[config.mk]
export PLATFORM = sky130hd
export DESIGN_NAME = frame_deframer
export DESIGN_NICKNAME = d
export VERILOG_FILES = /design/src/rtl/deframer_pkg.sv /design/src/rtl/df_sync_window.sv /design/src/rtl/df_byte_packer.sv /design/src/rtl/frame_deframer.sv
export SDC_FILE = /design/constraint.sdc
export NUM_CORES = 1
export LEC_CHECK = 0
export CORE_MARGIN = 3
export CORE_UTILIZATION = 55
export DETAILED_ROUTE_END_ITERATION = 8
export PLACE_DENSITY = 0.75
export SETUP_SLACK_MARGIN = 0.2
export SKIP_CTS_REPAIR_TIMING = 1
export SLEW_MARGIN = 20
export SYNTH_ARGS = -nofsm -noshare
export SYNTH_HDL_FRONTEND = slang
export SYNTH_SLANG_ARGS = --single-unit
[constraint.sdc]
create_clock -name clk -period 2.8 [get_ports clk]
set_input_delay 0.56 -clock clk [delete_from_list [all_inputs] [get_ports clk]]
set_output_delay 0.56 -clock clk [all_outputs]
set_load 0.05 [all_outputs]
[src/rtl/deframer_pkg.sv]
package deframer_pkg;

    localparam int SYNC_W = 16;
    localparam int BYTE_W = 8;
    localparam logic [SYNC_W-1:0] SYNC_WORD = 16'h09AF;

    typedef enum logic [2:0] {
        ST_HUNT,
        ST_ADDR,
        ST_LEN,
        ST_DATA,
        ST_CHECK
    } df_state_e;

    typedef struct packed {
        df_state_e         state;
        logic [BYTE_W-1:0] sum;
        logic [BYTE_W-1:0] remain;
        logic [BYTE_W-1:0] byte_data;
        logic              byte_stb;
        logic              ok;
        logic              err;
    } df_regs_t;

endpackage

[src/rtl/df_sync_window.sv]
module df_sync_window #(
    parameter int              W    = 16,
    parameter logic [W-1:0]    SYNC = '0
) (
    input  logic clk,
    input  logic rst_n,
    input  logic clear,
    input  logic shift_en,
    input  logic bit_in,
    output logic match
);
    logic [W-1:0] win_d, win_q;
    logic [W-1:0] win_next;

    assign win_next = {win_q[W-2:0], bit_in};

    always_comb begin
        win_d = win_q;
        if (clear) begin
            win_d = '0;
        end else if (shift_en) begin
            win_d = win_next;
        end
    end

    // Match is reported in the strobe cycle so the caller can leave hunt at the same edge.
    assign match = shift_en && !clear && (win_next == SYNC);

    always_ff @(posedge clk or negedge rst_n) begin
        if (!rst_n) begin
            win_q <= '0;
        end else begin
            win_q <= win_d;
        end
    end
endmodule

[src/rtl/df_byte_packer.sv]
module df_byte_packer #(
    parameter int BW = 8
) (
    input  logic          clk,
    input  logic          rst_n,
    input  logic          clear,
    input  logic          shift_en,
    input  logic          bit_in,
    output logic          done,
    output logic [BW-1:0] data
);
    localparam int CW = (BW > 1) ? $clog2(BW) : 1;
    localparam logic [CW-1:0] LAST = CW'(BW - 1);

    logic [BW-2:0] sr_d, sr_q;
    logic [CW-1:0] cnt_d, cnt_q;

    assign done = shift_en && (cnt_q == LAST);
    assign data = {sr_q, bit_in};

    always_comb begin
        sr_d  = sr_q;
        cnt_d = cnt_q;
        if (clear) begin
            sr_d  = '0;
            cnt_d = '0;
        end else if (shift_en) begin
            sr_d  = data[BW-2:0];
            cnt_d = (cnt_q == LAST) ? '0 : cnt_q + 1'b1;
        end
    end

    always_ff @(posedge clk or negedge rst_n) begin
        if (!rst_n) begin
            sr_q  <= '0;
            cnt_q <= '0;
        end else begin
            sr_q  <= sr_d;
            cnt_q <= cnt_d;
        end
    end
endmodule

[src/rtl/frame_deframer.sv]
module frame_deframer
    import deframer_pkg::*;
#(
    parameter int MAX_LEN = 32
) (
    input  logic       clk,
    input  logic       rst_n,
    input  logic       bit_in,
    input  logic       bit_stb,
    input  logic [7:0] local_addr,
    output logic [7:0] byte_data,
    output logic       byte_stb,
    output logic       frame_ok,
    output logic       frame_err
);
    localparam logic [BYTE_W-1:0] MAX_LEN_B = BYTE_W'(MAX_LEN);

    df_regs_t r_d, r_q;

    logic              in_frame;
    logic              sync_hit;
    logic              byte_done;
    logic [BYTE_W-1:0] byte_val;

    assign in_frame = (r_q.state != ST_HUNT);

    df_sync_window #(
        .W    (SYNC_W),
        .SYNC (SYNC_WORD)
    ) u_window (
        .clk      (clk),
        .rst_n    (rst_n),
        .clear    (in_frame),
        .shift_en (bit_stb && !in_frame),
        .bit_in   (bit_in),
        .match    (sync_hit)
    );

    df_byte_packer #(
        .BW (BYTE_W)
    ) u_packer (
        .clk      (clk),
        .rst_n    (rst_n),
        .clear    (!in_frame),
        .shift_en (bit_stb && in_frame),
        .bit_in   (bit_in),
        .done     (byte_done),
        .data     (byte_val)
    );

    always_comb begin
        r_d          = r_q;
        r_d.byte_stb = 1'b0;
        r_d.ok       = 1'b0;
        r_d.err      = 1'b0;
        if (!in_frame) begin
            if (sync_hit) begin
                r_d.state = ST_ADDR;
                r_d.sum   = '0;
            end
        end else if (byte_done) begin
            r_d.byte_stb  = 1'b1;
            r_d.byte_data = byte_val;
            unique case (r_q.state)
                ST_ADDR: begin
                    if (byte_val != local_addr) begin
                        r_d.err   = 1'b1;
                        r_d.state = ST_HUNT;
                    end else begin
                        r_d.sum   = byte_val;
                        r_d.state = ST_LEN;
                    end
                end
                ST_LEN: begin
                    if (byte_val > MAX_LEN_B) begin
                        r_d.err   = 1'b1;
                        r_d.state = ST_HUNT;
                    end else begin
                        r_d.sum    = r_q.sum + byte_val;
                        r_d.remain = byte_val;
                        r_d.state  = (byte_val == '0) ? ST_CHECK : ST_DATA;
                    end
                end
                ST_DATA: begin
                    r_d.sum    = r_q.sum + byte_val;
                    r_d.remain = r_q.remain - 1'b1;
                    if (r_q.remain == BYTE_W'(1)) begin
                        r_d.state = ST_CHECK;
                    end
                end
                ST_CHECK: begin
                    if (byte_val == r_q.sum) begin
                        r_d.ok = 1'b1;
                    end else begin
                        r_d.err = 1'b1;
                    end
                    r_d.state = ST_HUNT;
                end
                default: r_d.state = ST_HUNT;
            endcase
        end
    end

    always_ff @(posedge clk or negedge rst_n) begin
        if (!rst_n) begin
            r_q <= '0;
        end else begin
            r_q <= r_d;
        end
    end

    assign byte_data = r_q.byte_data;
    assign byte_stb  = r_q.byte_stb;
    assign frame_ok  = r_q.ok;
    assign frame_err = r_q.err;
endmodule

==> reports/results.ini, run 1 <==
[outcome]
status=completed

[critical_path]
crit_slowest_cell=clkdlybuf4s50_1
critPathTopFamily=compound AO/OA/AOI/OAI gates
crit_end=r_q[25]
worstSetupStartpoint=bit_in
worstPathMaxFanout=5
r2r_setup_slack_ps=600
worstSetupPathType=primary input to flop
worst_setup_path_start_kind=primary input
cpPeakStageDelay_ps=510
crit_required_ps=2990
cp.arrival_ps=2660
crit_cells=10
critPathBufInv=2
r2r_start=u_packer.sr_q[6]
reg2reg_depth=5
reg2reg_to=r_q[24]
path_cells=clkdlybuf4s50_1 -> ha_1 -> inv_1 -> fa_1 -> nor2b_1 -> o31a_1 -> o21a_1 -> or3_1 -> a31oi_1 -> o31ai_2
worstSetupEndpointType=flop

[pwr]
combPwrFrac=0.440
seqPwrFrac=0.380
intPower_uw=1753
leakagePower_uw=0.001629
p_sw_uw=1284
pwr-share-clk=0.180
netSwitchingFraction=0.4228
p_per_area_nw_per_um2=840.5
peakVddDrop_mv=0.5039

[timing]
finalSetupViolCount=0
setup_tns_ps=0
finalWorstPathRequiredPeriod_ps=2467
final_max_slew_viol_count=0
worst_clock_skew_ps=7.823
final.setup.worst_slack_ps=332.5
rsz0062_at_grt=no
period_share=0.8812
timing.final.hold_violations=0
timing.fmax_mhz=405.3
relSlewSlack=0.6204
worst_slew_pin_slew_ps=568.0

[floorplanning]
die_x_um=82.45
num_rows=27
pin_count=23
core_area_um2=5574
start_util=0.5767
die_h_um=82.45
die_area_um2=6797

[synthesis]
ys_types=54
synth_nets=367
ys_warn_count=0
synthTopCellsByCount=dfrtp_1 (55), nor2_1 (45), nand2_1 (42), mux2i_1 (25), o21ai_0 (17)
ys_seq_area_frac=0.4282
synth_edf_count=0
ys.flop_type=dfrtp_1
synth_cells=343
yosysMostFrequentCell=dfrtp_1
synth.area.top_cells=dfrtp_1 (43%), mux2i_1 (7.8%), nor2_1 (5.3%)
syn_area_um2=3214
post-synth-top-area-cell=dfrtp_1
synth_top_cell_area_share=0.4282
synth.avg_cell_area_um2=9.371
synth-async-reset-ratio=1.000
yosys_register_bits=55

[run]
cap_violations=0

[global_routing]
antenna_found_initial=0
gr-total-overflow=0
grt_pass1_vias=2302
grt_pass1_wl_um=11010
grt.total_usage=0.2101
grt_max_degree=35

[place]
io_buffers=22
routabilityCongestion=0.9481
place_ws_ps=5.771
hpwl_um=4746

[drt]
ant_nets=0
firstDrtPassIters=4
wl_per_cell_um=15.08
drtIter0Drc=125
drc=0
vias_per_cell=5.662
finalWirelength_um=6559
num_vias=2463

[layout]
drive_gt1_frac=0.1157
area_growth_syn_to_layout_pct=12.38
multi_input_area_um2=1645
final-seq-area_um2=1376
finalNetCount=386
fill_cells=451
antenna-diode-count=0

[hold_path]
min_path_type=primary input to asynchronous set/reset pin

[clock_network]
cts_made_buffers=5
cts_max_level=2
clock_latency_ps=310
root_buffer=clkbuf_8
clockBufferDepth=2
clock-sinks=55
cts.reportedPaths.clkPinSlew_ps=100
cts_tree=built

final cells by class:
cell class | instances | area share
flip-flops and latches | 55 | 0.3810
well taps | 72 | 0.02494
clock inverters | 3 | 0.01316
multi-input cells | 250 | 0.4555
clock buffers | 5 | 0.01905
inverters | 11 | 0.01143
repair buffers | 39 | 0.09491
cell families (layout without fill, tap and decap cells):
kind of cell / after synthesis / count (layout) / share of synthesized area
AOI/OAI and AO/OA: 67 / 67 / 0.1468
and+or+nand+nor: 135 / 135 / 0.2067
xor gates and xnor gates: 11 / 11 / 0.02998
buffers and inverters: 38 / 58 / 0.06150
DFF: 55 / 55 / 0.4282
adders and majority gates: 12 / 12 / 0.04905
muxes: 25 / 25 / 0.07785
stage by stage:
step           cell area [um2]  hold WS [ps]  power, uW  std cells    util
2_1_floorplan             3214         264.4       2168        343       -
3_3_place_gp              3491         391.2       2469        427  0.6263
3_5_place_dp              3491         391.1       2495        427  0.6263
4_1_cts                   3607         48.60       3044        435  0.6471
5_1_grt                   3612         43.92       3267        435  0.6480
6_report                  3612         46.34       3036        435  0.6480
state kept, by name, summed over array words and instances (netlist names):
register        count
r_q                19
byte_data           8
u_packer.cnt_q      3
frame_ok            1
frame_err           1
u_packer.sr_q       7
byte_stb            1
u_window.win_q     15
worst min-delay path by stage:
stage,startpoint,end,slack [ps],cells after the start
floorplan,rst_n,byte_data[0],260,0
global placement,rst_n,r_q[14],390,1
detailed placement,rst_n,r_q[14],390,1
CTS,rst_n,r_q[13],50,1
global route,rst_n,r_q[14],40,1
finish,rst_n,r_q[14],50,1
per-layer routing:
layer	global-route usage	wire [um]
met5	0	0
met4	0.06645	125
met3	0.03688	260
met2	0.3165	2996
met1	0.3063	3176
power by group through the flow:
stage | clock network (uW) | logic, uW | registers (uW)
4_1_cts | 558 | 1330 | 1150
2_1_floorplan | 0 | 1090 | 1080
3_3_place_gp | 0 | 1310 | 1160
3_5_place_dp | 0 | 1330 | 1170
5_1_grt | 585 | 1500 | 1180
6_report | 547 | 1340 | 1150
layout by cell type (no fill, tap or decap), types with 3 or more instances in the layout:
cell type / count
dfrtp_1: 55
nor2_1: 45
nand2_1: 42
mux2i_1: 25
clkdlybuf4s50_1: 21
o21ai_0: 17
buf_4: 17
nor3_1: 13
a21oi_1: 11
ha_1: 11
inv_1: 10
o21ai_1: 10
xnor2_1: 9
nor4_1: 7
nand3_1: 5
clkbuf_8: 5
nand4_1: 3
a31oi_1: 3
nand2b_1: 3
o21a_1: 3
o31ai_2: 3
Power figures use the tool's default switching activity.
==> inputs of run 2 (changes only) <==
--- a/config.mk
+++ b/config.mk
@@ -5,13 +5,13 @@
 export SDC_FILE = /design/constraint.sdc
 export NUM_CORES = 1
 export LEC_CHECK = 0
-export CORE_MARGIN = 3
+export CORE_MARGIN = 2
 export CORE_UTILIZATION = 55
 export DETAILED_ROUTE_END_ITERATION = 8
 export PLACE_DENSITY = 0.75
 export SETUP_SLACK_MARGIN = 0.2
 export SKIP_CTS_REPAIR_TIMING = 1
-export SLEW_MARGIN = 20
+export SLEW_MARGIN = 10
 export SYNTH_ARGS = -nofsm -noshare
 export SYNTH_HDL_FRONTEND = slang
 export SYNTH_SLANG_ARGS = --single-unit
==> reports/results.ini, run 2 (same netlist as run 1, synthesis figures left out) <==
[critical_path]
reg2reg_to=r_q[24]
cp.arrival_ps=2680  ; +20 ps
crit_slowest_cell=clkdlybuf4s50_1
crit_required_ps=2990  ; about the same
worstPathMaxFanout=4  ; -1
worstSetupEndpointType=flop
r2r_setup_slack_ps=610  ; about the same
worst_setup_path_start_kind=primary input
reg2reg_depth=5  ; unchanged
path_cells=clkdlybuf4s50_1 -> ha_1 -> inv_1 -> fa_1 -> nor2b_1 -> o31a_1 -> o21a_1 -> or3_1 -> a31oi_1 -> o31ai_2
worstSetupPathType=primary input to flop
worstSetupStartpoint=bit_in
cpPeakStageDelay_ps=490  ; -20 ps
r2r_start=u_packer.sr_q[0]

[drt]
drc=0  ; unchanged
drtIter0Drc=162  ; +30%
wl_per_cell_um=15.75  ; +4.5%
ant_nets=0  ; unchanged
finalWirelength_um=6852  ; +4.5%
firstDrtPassIters=4  ; unchanged
num_vias=2538  ; +3.0%
vias_per_cell=5.834  ; +3.0%

[timing]
setup_tns_ps=0  ; unchanged
finalSetupViolCount=0  ; unchanged
relSlewSlack=0.6104  ; -0.009996
period_share=0.8878  ; +0.006580
worst_slew_pin_slew_ps=582.9  ; +14.96 ps
timing.final.hold_violations=0  ; unchanged
worst_clock_skew_ps=9.899  ; +2.076 ps
timing.fmax_mhz=402.3  ; -0.74%
final_max_slew_viol_count=0  ; unchanged
finalWorstPathRequiredPeriod_ps=2486  ; +18.42 ps
final.setup.worst_slack_ps=314.1  ; -18.42 ps
rsz0062_at_grt=no

[global_routing]
grt.total_usage=0.2385  ; +0.02838
antenna_found_initial=0  ; unchanged
grt_pass1_vias=2525  ; +9.7%
busiest_layer=met2
gr-total-overflow=0  ; unchanged
grt_pass1_wl_um=11880  ; +7.9%
globalRouteMet1Util=0.3307  ; +0.02436
grt_max_degree=27  ; -23%
grtUsageMet3=0.04270  ; +0.005820
use_met2=0.3658  ; +0.04933

[layout]
largest_register_ffs=19  ; unchanged
final_util=0.6483  ; about the same
antenna-diode-count=0  ; unchanged
final_cell_mix=dfrtp_1 (55), nor2_1 (45), nand2_1 (42)
area_growth_syn_to_layout_pct=12.42  ; about the same
multi_input_area_um2=1645  ; unchanged
final_common_cell=dfrtp_1
top_register=r_q
finalNetCount=386  ; unchanged
final_cells=435  ; unchanged
drive_gt1_frac=0.1157  ; unchanged
final-seq-area_um2=1376  ; unchanged
fill_cells=447  ; -0.89%

[clock_network]
clock-sinks=55  ; unchanged
root_buffer=clkbuf_8
cts_tree=built
cts_made_buffers=5  ; unchanged
clock_latency_ps=310  ; about the same
clockBufferDepth=2  ; unchanged
cts.reportedPaths.clkPinSlew_ps=100  ; about the same
cts_max_level=2  ; unchanged

[pwr]
peakVddDrop_mv=0.3856  ; -23%
finalPower_uw=3056  ; +0.66%
leakagePower_uw=0.001633  ; +0.22%
p_per_area_nw_per_um2=845.8  ; +0.63%

[floorplanning]
start_util=0.5767  ; unchanged
pin_count=23  ; unchanged
die_h_um=80.45  ; -2.4%
num_rows=27  ; unchanged
core_area_um2=5574  ; unchanged
die_x_um=80.45  ; -2.4%
die_area_um2=6471  ; -4.8%

[place]
routabilityCongestion=0.9776  ; +3.1%
place_ws_ps=14.04  ; +8.265 ps
hpwl_um=4831  ; +1.8%
dpl.cell_count=427  ; unchanged
io_buffers=22  ; unchanged

[hold_path]
min_path_type=primary input to asynchronous set/reset pin

[run]
cap_violations=0  ; unchanged

[outcome]
status=completed

## run 2: cell types whose count changed in the layout (fill, tap and decap cells not counted), sizes merged
cell	before	now
clkbuf	5	6
inv	12	11
## run 2: per-stage QoR
| step | instance area, um2 | hold slack, ps |
|---|---|---|
| after floorplan | 3214 | 264.4 |
| after global placement | 3491 | 457.7 |
| after detailed placement | 3491 | 461.6 |
| after CTS | 3608 | 188.4 |
| after global routing | 3613 | 203.9 |
| final | 3613 | 182.5 |
## run 2: routing by layer
metal  vias up  part of all wire
met5         -                 0
met3        21             0.056
met1      1199              0.46
li1       1233                 -
met2        85              0.45
met4         0             0.029
## run 2: final cells by class
type                            instances  share of cell area
Sequential cell                        55              0.3809
Tap cell                               72             0.02493
Multi-Input combinational cell        250              0.4553
Clock inverter                          2            0.009695
Timing Repair Buffer                   39             0.09488
Inverter                               11             0.01143
Clock buffer                            6             0.02285
## run 2: how the worst max path moves through the flow
stage | to | slack, ps | depth (start not counted)
finish | r_q[25] | 310 | 10
global placement | r_q[25] | 60 | 10
CTS | r_q[25] | 330 | 10
floorplan | r_q[25] | 660 | 9
global route | r_q[25] | 220 | 10
detailed placement | r_q[25] | 10 | 10
## run 2: where the power goes
| part | internal (uW) | switching, uW |
|---|---|---|
| combinational | 520 | 845 |
| sequential | 961 | 184 |
| clock | 290 | 257 |
## run 2: critical path: cells and delay by family
family	cells	cell delay, ps
compound gates	4	710
buf+inv	2	560
fa+ha+maj	2	470
simple gates	2	380
==> inputs of run 3 (changes only) <==
--- a/config.mk
+++ b/config.mk
@@ -7,8 +7,9 @@
 export LEC_CHECK = 0
 export CORE_MARGIN = 2
 export CORE_UTILIZATION = 55
+export CTS_BUF_LIST = sky130_fd_sc_hd__clkbuf_4 sky130_fd_sc_hd__clkbuf_8 sky130_fd_sc_hd__clkbuf_16
 export DETAILED_ROUTE_END_ITERATION = 8
-export PLACE_DENSITY = 0.75
+export PLACE_DENSITY = 0.87
 export SETUP_SLACK_MARGIN = 0.2
 export SKIP_CTS_REPAIR_TIMING = 1
 export SLEW_MARGIN = 10
==> reports/results.ini, run 3 (same netlist as run 1, synthesis figures left out) <==
[outcome]
status=completed

[layout]
largest_register_ffs=19  ; unchanged
antenna-diode-count=0  ; unchanged
post-route-cell-area_um2=3563  ; -1.4%
final_cells=432  ; -0.69%
area_growth_syn_to_layout_pct=10.86
top_register=r_q
drive_gt1_frac=0.1056  ; -0.01015
finalNetCount=383  ; -0.78%
final_cell_mix=dfrtp_1 (55), nor2_1 (45), nand2_1 (42)
final_common_cell=dfrtp_1

[pwr]
p_per_area_nw_per_um2=831.6  ; -1.7%
combPwrFrac=0.449  ; +0.003
p_sw_uw=1311  ; +1.9%
netSwitchingFraction=0.4424  ; +0.02157
pwr-share-clk=0.159  ; -0.020
seqPwrFrac=0.392  ; +0.017
leakagePower_uw=0.001606  ; -1.7%
intPower_uw=1652  ; -6.7%
peakVddDrop_mv=0.5164  ; +34%

[floorplanning]
start_util=0.5767  ; unchanged
die_x_um=80.45  ; unchanged
die_h_um=80.45  ; unchanged
core_area_um2=5574  ; unchanged
num_rows=27  ; unchanged
die_area_um2=6471  ; unchanged
pin_count=23  ; unchanged

[drt]
firstDrtPassIters=4  ; unchanged
finalWirelength_um=6898  ; +0.67%
vias_per_cell=5.838  ; about the same
drtIter0Drc=249  ; +54%
drc=0  ; unchanged
num_vias=2522  ; -0.63%
wl_per_cell_um=15.97  ; +1.4%
ant_nets=0  ; unchanged

[timing]
final_max_slew_viol_count=0  ; unchanged
setup_tns_ps=0  ; unchanged
period_share=0.8554  ; -0.03241
finalSetupViolCount=0  ; unchanged
whs_ps=351.7  ; +169.2 ps
finalWorstPathRequiredPeriod_ps=2395  ; -90.76 ps
relSlewSlack=0.5385  ; -0.07196
timing.final.hold_violations=0  ; unchanged
worst_slew_pin_slew_ps=692.3  ; +109.4 ps
timing.fmax_mhz=417.5  ; +3.8%
rsz0062_at_grt=no
worst_clock_skew_ps=16.39  ; +6.493 ps

[run]
cap_violations=0  ; unchanged

[critical_path]
reg2reg_to=r_q[24]
r2r_setup_slack_ps=630  ; +20 ps
reg2reg_depth=7  ; +2
crit_end=r_q[25]
worstSetupEndpointType=flop
crit_required_ps=3010  ; +20 ps
worst_setup_path_start_kind=primary input
worstPathMaxFanout=3  ; -1
r2r_start=r_q[27]
crit_slowest_cell=clkdlybuf4s50_1
worstSetupPathType=primary input to flop
cpPeakStageDelay_ps=470  ; -20 ps
path_cells=clkdlybuf4s50_1 -> ha_1 -> inv_1 -> fa_1 -> nor2b_1 -> o31a_1 -> o21a_1 -> or3_1 -> a31oi_1 -> o31ai_2
worstSetupStartpoint=bit_in
cp.arrival_ps=2600  ; -80 ps

[place]
routabilityCongestion=0.8800  ; -10%
dpl.cell_count=424  ; -0.70%
io_buffers=22  ; unchanged
hpwl_um=4945  ; +2.4%
placed_area_um2=3468  ; -0.65%

[clock_network]
cts_tree=built
cts.reportedPaths.clkPinSlew_ps=110  ; about the same
clockBufferDepth=2  ; unchanged
clock_latency_ps=320  ; about the same
root_buffer=clkbuf_8
clock-sinks=55  ; unchanged
cts_max_level=2  ; unchanged
cts_made_buffers=5  ; unchanged

[hold_path]
min_path_type=primary input to asynchronous set/reset pin

[global_routing]
grt_pass1_wl_um=11640  ; -2.0%
gr-total-overflow=0  ; unchanged
grt.total_usage=0.2327  ; -0.005804
grt_max_degree=56  ; +110%
grt_pass1_vias=2458  ; -2.7%
antenna_found_initial=0  ; unchanged

-- run 3: cell types whose count changed in the layout (fill, tap and decap cells not counted), sizes merged --
cell / change
bufinv: -1
clkbuf: -1
buf: -3
inv: +2
-- run 3: metrics by stage --
step / util / worst slack (ps) / power, uW
after floorplan: - / 657.9 / 2168
after global placement: 0.6222 / 114.2 / 2445
after detailed placement: 0.6222 / 70.93 / 2497
after CTS: 0.6393 / 408.2 / 2972
after global routing: 0.6393 / 239.3 / 3172
final: 0.6393 / 404.9 / 2963
-- run 3: area by class of cell --
| type | instances | area [um2] |
|---|---|---|
| clock buffer | 5 | 68.82 |
| clock inverter | 3 | 26.28 |
| fill | 458 | 2011 |
| inverter | 11 | 41.29 |
| multi-input combinational | 250 | 1640 |
| sequential | 55 | 1376 |
| tap | 72 | 90.09 |
| timing repair buffer | 36 | 320.3 |
-- run 3: worst max-delay path: cells and delay by family --
| family | cells | cell delay [ps] |
|---|---|---|
| and+or+nand+nor | 2 | 360 |
| AOI/OAI and AO/OA | 4 | 720 |
| buffers and inverters | 2 | 530 |
| adders and majority gates | 2 | 430 |
-- run 3: worst min-delay path by stage --
stage | from | endpoint
final | rst_n | byte_data[0]
after global routing | rst_n | r_q[26]
after CTS | rst_n | u_window.win_q[6]
after detailed placement | byte_data[4] | byte_data[4]
after global placement | byte_data[7] | byte_data[7]
after floorplan | rst_n | byte_data[0]
-- run 3: per-layer routing --
layer / global-route usage / routed length (um)
met1: 0.3004 / 2921
met2: 0.3958 / 3513
met3: 0.04494 / 339
met4: 0.06949 / 123
met5: 0 / 0
-- run 3: power groups by stage --
stage          clock [uW]  sequential [uW]  combinational [uW]
2_1_floorplan           0             1080                1090
3_5_place_dp            0             1170                1320
3_3_place_gp            0             1160                1280
4_1_cts               480             1160                1330
6_report              470             1160                1330
5_1_grt               518             1190                1470
